[src/rtl/sflash_seq.sv]
module sflash_seq #(
  parameter int CS_W = 3
) (
  input  logic                    clk,
  input  logic                    rst_n,
  input  logic                    bus_we,
  input  logic [1:0]              bus_sel,
  input  logic [31:0]             bus_wdata,
  output logic [31:0]             bus_rdata,
  input  logic                    sck_tick,
  output logic                    sck,
  output logic [(1<<CS_W)-1:0]    cs_n,
  output logic                    mosi,
  input  logic                    miso
);
  localparam int NCS = 1 << CS_W;
  localparam logic [2:0] PH_OPC = 3'd0, PH_ADR = 3'd1, PH_DUM = 3'd2,
                         PH_DAT = 3'd3, PH_END = 3'd4;

  function automatic logic [2:0] first_ph(input logic [2:0] s, input logic [1:0] a,
                                          input logic [3:0] d, input logic [2:0] n);
    if (s == PH_OPC) return PH_OPC;
    if (s <= PH_ADR && a != 2'd0) return PH_ADR;
    if (s <= PH_DUM && d != 4'd0) return PH_DUM;
    if (s <= PH_DAT && n != 3'd0) return PH_DAT;
    return PH_END;
  endfunction

  function automatic logic [3:0] len_of(input logic [2:0] p, input logic [1:0] a,
                                        input logic [3:0] d, input logic [2:0] n);
    case (p)
      PH_OPC:  return 4'd1;
      PH_ADR:  return {2'b00, a};
      PH_DUM:  return d;
      PH_DAT:  return {1'b0, n};
      default: return 4'd0;
    endcase
  endfunction

  function automatic logic [7:0] byte_of(input logic [2:0] p, input logic [3:0] lf,
                                         input logic [7:0] op, input logic [23:0] ad,
                                         input logic [31:0] dt, input logic [2:0] n,
                                         input logic w);
    logic [23:0] ta;
    logic [31:0] td;
    logic [3:0]  k;
    ta = ad >> {lf - 4'd1, 3'b000};
    k  = {1'b0, n} - lf;
    td = dt >> {k[1:0], 3'b000};
    case (p)
      PH_OPC:  return op;
      PH_ADR:  return ta[7:0];
      PH_DAT:  return w ? td[7:0] : 8'h00;
      default: return 8'h00;
    endcase
  endfunction

  logic            busy, err, held, wr_q, keep_q, sck_q, mosi_q;
  logic [CS_W-1:0] csel;
  logic [7:0]      opc_q, sh;
  logic [1:0]      al_q;
  logic [3:0]      dm_q, left;
  logic [2:0]      dl_q, ph, bitn;
  logic [23:0]     addr_q;
  logic [31:0]     data_q, cmd_q;

  wire        cmd_wr = bus_we && bus_sel == 2'd0;
  wire [2:0]  al_f   = bus_wdata[22:20];
  wire [2:0]  dl_f   = bus_wdata[11:9];
  wire [1:0]  al_c   = (al_f > 3'd3) ? 2'd3 : al_f[1:0];
  wire [2:0]  dl_c   = (dl_f > 3'd4) ? 3'd4 : dl_f;
  wire [3:0]  dm_w   = bus_wdata[19:16];
  wire [2:0]  p0     = first_ph(held ? PH_ADR : PH_OPC, al_c, dm_w, dl_c);
  wire [3:0]  l0     = len_of(p0, al_c, dm_w, dl_c);

  wire        rx_dat = ph == PH_DAT && !wr_q;
  wire [7:0]  sh_in  = {sh[6:0], miso};
  wire [3:0]  didx   = {1'b0, dl_q} - left;
  wire [2:0]  pn     = first_ph(ph + 3'd1, al_q, dm_q, dl_q);
  wire [3:0]  ln     = len_of(pn, al_q, dm_q, dl_q);

  always_ff @(posedge clk or negedge rst_n) begin
    if (!rst_n) begin
      busy <= 1'b0; err <= 1'b0; held <= 1'b0; wr_q <= 1'b0; keep_q <= 1'b0;
      sck_q <= 1'b1; mosi_q <= 1'b0; csel <= '0; opc_q <= '0; sh <= '0;
      al_q <= '0; dm_q <= '0; left <= '0; dl_q <= '0; ph <= PH_END; bitn <= '0;
      addr_q <= '0; data_q <= '0; cmd_q <= '0;
    end else begin
      if (bus_we && bus_sel == 2'd3 && bus_wdata[29]) err <= 1'b0;
      if (!busy && bus_we && bus_sel == 2'd1) addr_q <= bus_wdata[23:0];
      if (!busy && bus_we && bus_sel == 2'd2) data_q <= bus_wdata;
      if (cmd_wr && busy) err <= 1'b1;
      if (cmd_wr && !busy) begin
        busy   <= 1'b1;
        held   <= 1'b1;
        if (!held) csel <= bus_wdata[24 +: CS_W];
        cmd_q  <= bus_wdata;
        opc_q  <= bus_wdata[7:0];
        wr_q   <= bus_wdata[8];
        keep_q <= bus_wdata[15];
        al_q   <= al_c;
        dm_q   <= dm_w;
        dl_q   <= dl_c;
        ph     <= p0;
        left   <= l0;
        bitn   <= '0;
        sh     <= byte_of(p0, l0, bus_wdata[7:0], addr_q, data_q, dl_c, bus_wdata[8]);
      end else if (busy && sck_tick) begin
        if (ph == PH_END) begin
          busy   <= 1'b0;
          held   <= keep_q;
          mosi_q <= 1'b0;
        end else if (sck_q) begin
          sck_q  <= 1'b0;
          mosi_q <= rx_dat ? 1'b0 : sh[7];
        end else begin
          sck_q <= 1'b1;
          bitn  <= bitn + 3'd1;
          if (bitn == 3'd7) begin
            if (rx_dat) data_q[{didx[1:0], 3'b000} +: 8] <= sh_in;
            if (left == 4'd1) begin
              ph   <= pn;
              left <= ln;
              sh   <= byte_of(pn, ln, opc_q, addr_q, data_q, dl_q, wr_q);
            end else begin
              left <= left - 4'd1;
              sh   <= byte_of(ph, left - 4'd1, opc_q, addr_q, data_q, dl_q, wr_q);
            end
          end else begin
            sh <= sh_in;
          end
        end
      end
    end
  end

  assign sck  = sck_q;
  assign mosi = mosi_q;
  assign cs_n = held ? ~(NCS'(1) << csel) : '1;

  always_comb begin
    case (bus_sel)
      2'd0:    bus_rdata = cmd_q;
      2'd1:    bus_rdata = {8'h00, addr_q};
      2'd2:    bus_rdata = data_q;
      default: bus_rdata = {2'b00, err, 6'b0, busy, 22'b0};
    endcase
  end
endmodule

[config.mk]
export PLATFORM = sky130hd
export DESIGN_NAME = sflash_seq
export DESIGN_NICKNAME = d
export VERILOG_FILES = /design/src/rtl/sflash_seq.sv
export SDC_FILE = /design/constraint.sdc
export NUM_CORES = 1
export LEC_CHECK = 0
export ABC_AREA = 1
export BUFFER_PORTS_ARGS = -buffer_cell sky130_fd_sc_hd__buf_2
export CAP_MARGIN = 0
export CORE_ASPECT_RATIO = 1.4
export CORE_MARGIN = 4
export CORE_UTILIZATION = 55
export DETAILED_ROUTE_END_ITERATION = 10
export GPL_TIMING_DRIVEN = 0
export PLACE_DENSITY = 0.83
export SYNTH_ARGS = -nofsm -noshare
export SYNTH_HDL_FRONTEND = slang
export SYNTH_SLANG_ARGS = --single-unit
export TNS_END_PERCENT = 50
[constraint.sdc]
create_clock -name clk -period 2.9 [get_ports clk]
set_input_delay 0.145 -clock clk [delete_from_list [all_inputs] [get_ports clk]]
set_output_delay 0.145 -clock clk [all_outputs]
set_load 0.01 [all_outputs]
# After elaboration in Yosys (flattened, before gate mapping)
# Index checks and enable logic that the tools add are counted.
word_totals:
  output_inout_bits: 42
  elab_cells: 201
  regBits: 133
  in_bits: 39
classes:
  add_sub_neg: 11
  n_eq_ne: 16
  n_reduce_logical: 43
  shifts: 9
  n_mux: 91
  order_cmp: 8
  bitwise_logic: 4
ops:
  columns: ["cell", "n"]
  rows:
  - ["32-bit two-way mux", 7]
  - ["32-bit one-hot mux with 3 select lines", 1]
  - ["32-bit by 5-bit >> shifter with 8-bit output", 3]
  - ["3-bit two-way mux", 27]
  - ["8-bit two-way mux", 10]
  - ["8-bit one-hot mux with 3 select lines", 3]
  - ["24-bit by 7-bit >> shifter with 8-bit output", 3]
  - ["1-bit two-way mux", 33]
  - ["32-bit bitwise mux", 1]
  - ["4-bit one-hot mux with 4 select lines", 2]
  - ["8-bit by 7-bit variable shift with 32-bit output (first input constant)", 1]
  - ["8-bit by 7-bit variable part select with 32-bit output", 1]
  - ["4-bit two-way mux", 6]
  - ["1-bit logical AND", 16]
  - ["2-bit nonzero test", 8]
  - ["4-bit by 1-bit subtractor with 4-bit output (second input constant)", 4]
  - ["3-bit by 2-bit == test with 1-bit output (second input constant)", 5]
  - ["3-bit zero test", 5]
  - ["3-bit by 1-bit == test with 1-bit output (second input constant)", 3]
  - ["3-bit AND reduction", 3]
  - ["8-bit NOT", 1]
  - ["4-bit nonzero test", 2]
  - ["1-bit by 3-bit << shifter with 8-bit output (first input constant)", 1]
  - ["2-bit subtractor", 4]
  - ["other kinds (22)", 32]

# Logic depth before layout (Yosys ltp)
logic_depth:
  ltp_word: 26
  ltp_mapped: 25
  mapped_depth_nobuf: 23

# Least setup slack after synthesis
# OpenSTA, ideal clock, no wires.
synth_timing:
  path_kind: "register to register"
  startpoint: "register ph[0]"
  endpoint: "register sh[7]"
  setup_ps: 122
  path_stages_with_launch: 23
  setup_slack_ps: -195
  synth_period_minus_slack_ps: 3095
  required_ps: 2778
  path_buffers: 2
  arrival_ps: 2973
  path_cell_list: "dfrtp_1 -> ha_1 -> ha_1 -> nand2_2 -> inv_4 -> a21oi_4 -> nand3_4 -> nand3_4 -> buf_8 -> inv_1 -> ha_1 -> buf_2 -> inv_1 -> nand2_4 -> clkinv_4 -> nand2_1 -> nand2_1 -> nand2_1 -> nand3_1 -> nand2_1 -> nand2_1 -> nand2_1 -> a21oi_2"
synth_via:
  elab_chain_cells: 23
  elab_cells_between_ends: 49
  classes_between: "add/sub: 3; order compare: 3; eq/ne: 7; shift: 2; mux: 27; reduce/logical: 7"
synth_lines:
  columns: ["element", "line", "rtl"]
  rows:
  - ["start, declared", "63", "logic [2:0] dl_q, ph, bitn;"]
  - ["start signal, assigned", "104", "ph <= p0;"]
  - ["start signal, assigned", "122", "ph <= pn;"]
  - ["parallel branches: the longest is 23 deep, another holds 3-bit by 1-bit adder with 3-bit output", null, null]
  - ["end signal, assigned", "107", "sh <= byte_of(p0, l0, bus_wdata[7:0], addr_q, data_q, dl_c, bus_wdata[8]);"]
  - ["end signal, assigned", "124", "sh <= byte_of(pn, ln, opc_q, addr_q, data_q, dl_q, wr_q);"]
  - ["end signal, assigned", "127", "sh <= byte_of(ph, left - 4'd1, opc_q, addr_q, data_q, dl_q, wr_q);"]
  - ["end, declared", "60", "logic [7:0] opc_q, sh;"]
# Parallel ways; which one is timed is not known. The select of a mux whose other input is x is not followed.
# A chain may end at the register's enable or synchronous reset.

# Worst setup path in the final report
layout_timing:
  startpoint: "register ph[0]"
  endpoint: "register sh[0]"
# The elaborated chain is that of the path after synthesis.

==> impl_metrics.csv <==
group,metric,value,unit
run,drv_cap,0,
die,start_util,56.3,%
synth,yosysSeqAreaShare,35.2,%
setup_path,cp_max_fo,8,
sta,tightest_slew,0.832,ns
synth,ys_warn_count,0,
place,dpl_cell_area,9170,sq um
setup_path,path_class,"reg2reg",
sta,period_share,109,%
synth,netlist_area,8470,sq um
synth,synth_area_leaders,"dfrtp_1, nand2_1, o21ai_0",
sta,fin_crit,3.17,ns
route,drc,0,
die,io_pins,81,
place,port-buffer-count,80,
synth,synth_cell_types,46,
synth,syn_nets,1291,
hold_path,hold_class,"in2reg",
setup_path,reg2reg_to,"sh[0]",
synth,synth_top_family_by_area,"simple AND/OR/NAND/NOR gates",
final_layout,drive_gt1_share,21.4,%
synth,synth-compound-area-share,20.6,%
clock_network,cts.sinks,119,
route,routedWlPerCell,25.6,microns
final_layout,area_growth,23.4,%
setup_path,r2r_cells,20,
clock_network,clkTransAtPathRegs,0.06,ns
power,power.total,16000,uW
synth,synthAdderAreaFrac,3.25,%
die,core_area,15100,sq um
die,die_x,113,microns
grt,grt-busiest-layer,"met2",
sta,fin_ws,-0.271,ns
grt,antenna_found_initial,1,
synth,synth_xor_area_share,0.827,%
route,ant_nets,0,
route,drt_first_pass_iters,9,
synth,synth_top_cell_area_share,34.6,%
synth,syn_area_per_cell,6.88,sq um
setup_path,slowest_delay,0.47,ns
route,num_vias,10200,
grt,grt_usage,45.3,%
place,gp_congestion,1.05,
grt,use_met1,51.9,%
die,num_rows,53,
die,dieArea,17500,sq um
route,viasPerCell,6.46,
setup_path,cp-startpoint,"ph[0]",
route,initialDrtViolationCount,1497,
sta,final_hold_viol_count,0,
synth,ys_seq_elements,119,
setup_path,r2r_slack,-0.27,ns
outcome,status,"finished, violations left",
setup_path,critPathRequiredTime,3.21,ns
die,die_h,155,microns
sta,rsz0062_at_grt,"true",
power,peakVddDrop,1300,uV
synth,synth_area_leader_cell,"dfrtp_1",
setup_path,cp.arrival,3.48,ns
setup_path,cp_common_cell,"nand2_2",
synth,syn_inst,1230,
final_layout,fin_area,10500,sq um
sta,fmax,315,MHz
clock_network,htree_num_levels,4,
clock_network,root_buffer,"clkbuf_16",
grt,grt.met3_usage,10.5,%
clock_network,clock_latency,0.43,ns
setup_path,critPathSlowestCell,"dfrtp_2",
grt,grt_max_degree,65,
grt,grt_pass1_wl,59100,microns
final_layout,fin_nets,1427,
grt,grt_util_met2,73.4,%
outcome,violations,"negative setup slack",
route,routed_wl,40300,microns
grt,grt_pass1_vias,9767,
setup_path,endpoint,"sh[0]",
setup_path,crit_path_start_kind,"flop",
clock_network,clockBufferDepth,2,
clock_network,cts_made_buffers,17,
grt,gr-total-overflow,0,
power,p_leak,0.00502,uW
place,dp_hpwl,29600,microns
clock_network,tritoncts,"built",
final_layout,fin_util,69.4,%
sta,final-setup-viol-count,9,
setup_path,worst_setup_path_end_kind,"flop",
setup_path,r2r-start,"ph[0]",
sta,fin_worst_skew,0.0108,ns
synth,synthMuxAreaShare,0,%
power,p_per_area,1530,nW/um^2
sta,timing.slew.headroom,44.5,%
setup_path,cp_cell_sequence,"ha_4 > ha_4 > nand2_2 > nand2_2 > nand2_2 > inv_4 > nor2_4 > nand3_4 > nand3_4 > ha_4 > xor2_4 > nand4_4 > nand2_8 > nand2_1 > nand3_2 > nand3_2 > nand2_2 > nand2_2 > nand2_2 > a21oi_2",
synth,synth-simple-area-share,30.7,%
sta,setup_tns,-2.09,ns
sta,slew_violations,0,
==> cells in the mapped netlist, drive strengths merged <==
| cell type | instances |
|---|---|
| a22o | 7 |
| dfrtp | 117 |
| o32ai | 9 |
| a21boi | 1 |
| o22ai | 3 |
| ha | 22 |
| o21ai | 194 |
| nand3 | 116 |
| buf | 11 |
| dfstp | 2 |
| o221ai | 22 |
| o211ai | 5 |
| xnor2 | 1 |
| xor2 | 7 |
| a22oi | 1 |
| a221oi | 1 |
| a21oi | 61 |
| nand2 | 367 |
| a31oi | 2 |
| nand4 | 20 |
| nor3 | 6 |
| nor2 | 61 |
| or2 | 2 |
| clkinv | 6 |
| inv | 143 |
| clkbuf | 43 |
==> worst min path at each step <==
stage	depth (start not counted)	to	slack (ns)	from
floorplan	0	addr_q[0]	-0.15	rst_n
global placement	3	cmd_q[30]	0.35	bus_wdata[30]
detailed placement	1	csel[1]	0.14	rst_n
CTS	3	data_q[24]	0.007	miso
global route	3	cmd_q[26]	0.04	bus_wdata[26]
finish	3	cmd_q[26]	0.01	bus_wdata[26]
==> critical path: cells and delay by family, from the launching register on <==
| family | cells | cell delay [ns] |
|---|---|---|
| AO/OA/AOI/OAI | 1 | 0.06 |
| XOR/XNOR | 1 | 0.21 |
| adder cells (fa/ha/maj) | 3 | 0.75 |
| buffers and inverters | 1 | 0.10 |
| flip-flops | 1 | 0.47 |
| AND/OR/NAND/NOR | 14 | 1.45 |
==> per-stage QoR <==
| stage | hold slack [ns] | worst slack (ns) | cells |
|---|---|---|---|
| after floorplan | -0.151 | 0.0000500 | 1230 |
| after global placement | 0.354 | -0.901 | 1502 |
| after detailed placement | 0.139 | -1.02 | 1503 |
| after CTS | 0.00709 | -0.167 | 1563 |
| after global routing | 0.0418 | -0.367 | 1570 |
| final | 0.0110 | -0.271 | 1571 |
==> routing by layer <==
metal | vias up | share of wire [%]
met2 | 846 | 45
met5 | - | 0
met4 | 0 | 10
met1 | 4658 | 33
met3 | 280 | 11
li1 | 4372 | -
==> power breakdown <==
part	total [uW]	switching (uW)	internal, uW	leakage (uW)
Combinational	10400	6950	3430	0.00331
Clock	2200	834	1370	0.000281
Sequential	3390	914	2470	0.00143
Total	16000	8700	7260	0.00502
==> registers in the layout, indices dropped and copies added, names as in the netlist, 2 cells and up <==
signal,cells
addr_q,24
al_q,2
bitn,3
cmd_q,22
csel,3
data_q,32
dl_q,3
dm_q,3
left,4
opc_q,7
ph,3
sh,8
==> cell usage in the layout, fill, tap and decap left out, types with 3 or more instances in the layout <==
master,count
inv_4,3
nand3_2,22
nand3_4,10
nor2_4,7
a22o_1,7
clkinv_1,3
nand2_4,5
inv_2,9
ha_1,18
a21oi_2,8
dfrtp_1,115
clkbuf_16,17
o221ai_1,22
clkinvlp_4,5
xor2_1,4
o21ai_0,192
nor3_1,4
dlygate4sd3_1,5
clkinv_2,5
nor2_2,6
bufinv_16,3
buf_2,83
a21oi_1,52
buf_4,31
ha_4,4
clkbuf_4,3
o211ai_1,5
nor2_1,47
nand2_1,317
nand3_1,84
nand4_1,19
clkbuf_1,39
inv_1,129
o22ai_1,3
nand2_2,45
buf_6,5
o32ai_1,8
==> final cells by class <==
cell class                 count  area (sq um)
multi-input combinational    910          5090
antenna                        1          2.50
clock buffer                  19           443
timing repair buffer         117           724
inverter                     149           586
sequential                   119          2980
fill                        1286          4600
buffer                        52           235
clock inverter                12           153
tap                          192           240
==> logic make-up (layout without fill, tap and decap cells) <==
family                   Yosys count  after routing
AO/OA/AOI/OAI                    306            306
XOR/XNOR                           8              8
adder cells (fa/ha/maj)           22             22
buffers and inverters            203            349
flip-flops                       119            119
other                              0              1
AND/OR/NAND/NOR                  572            574
==> repair_timing <==
item | 4_1_cts | 5_1_grt
pin swaps | 19 | 26
endpoints found under the hold margin | 57 | 0
gates cloned | 2 | 0
gates resized for setup | 63 | 43
endpoints found under the setup margin | 40 | 32
hold buffers | 5 | 0
buffers inserted | 23 | 8
(Power assumes the default switching activity.)
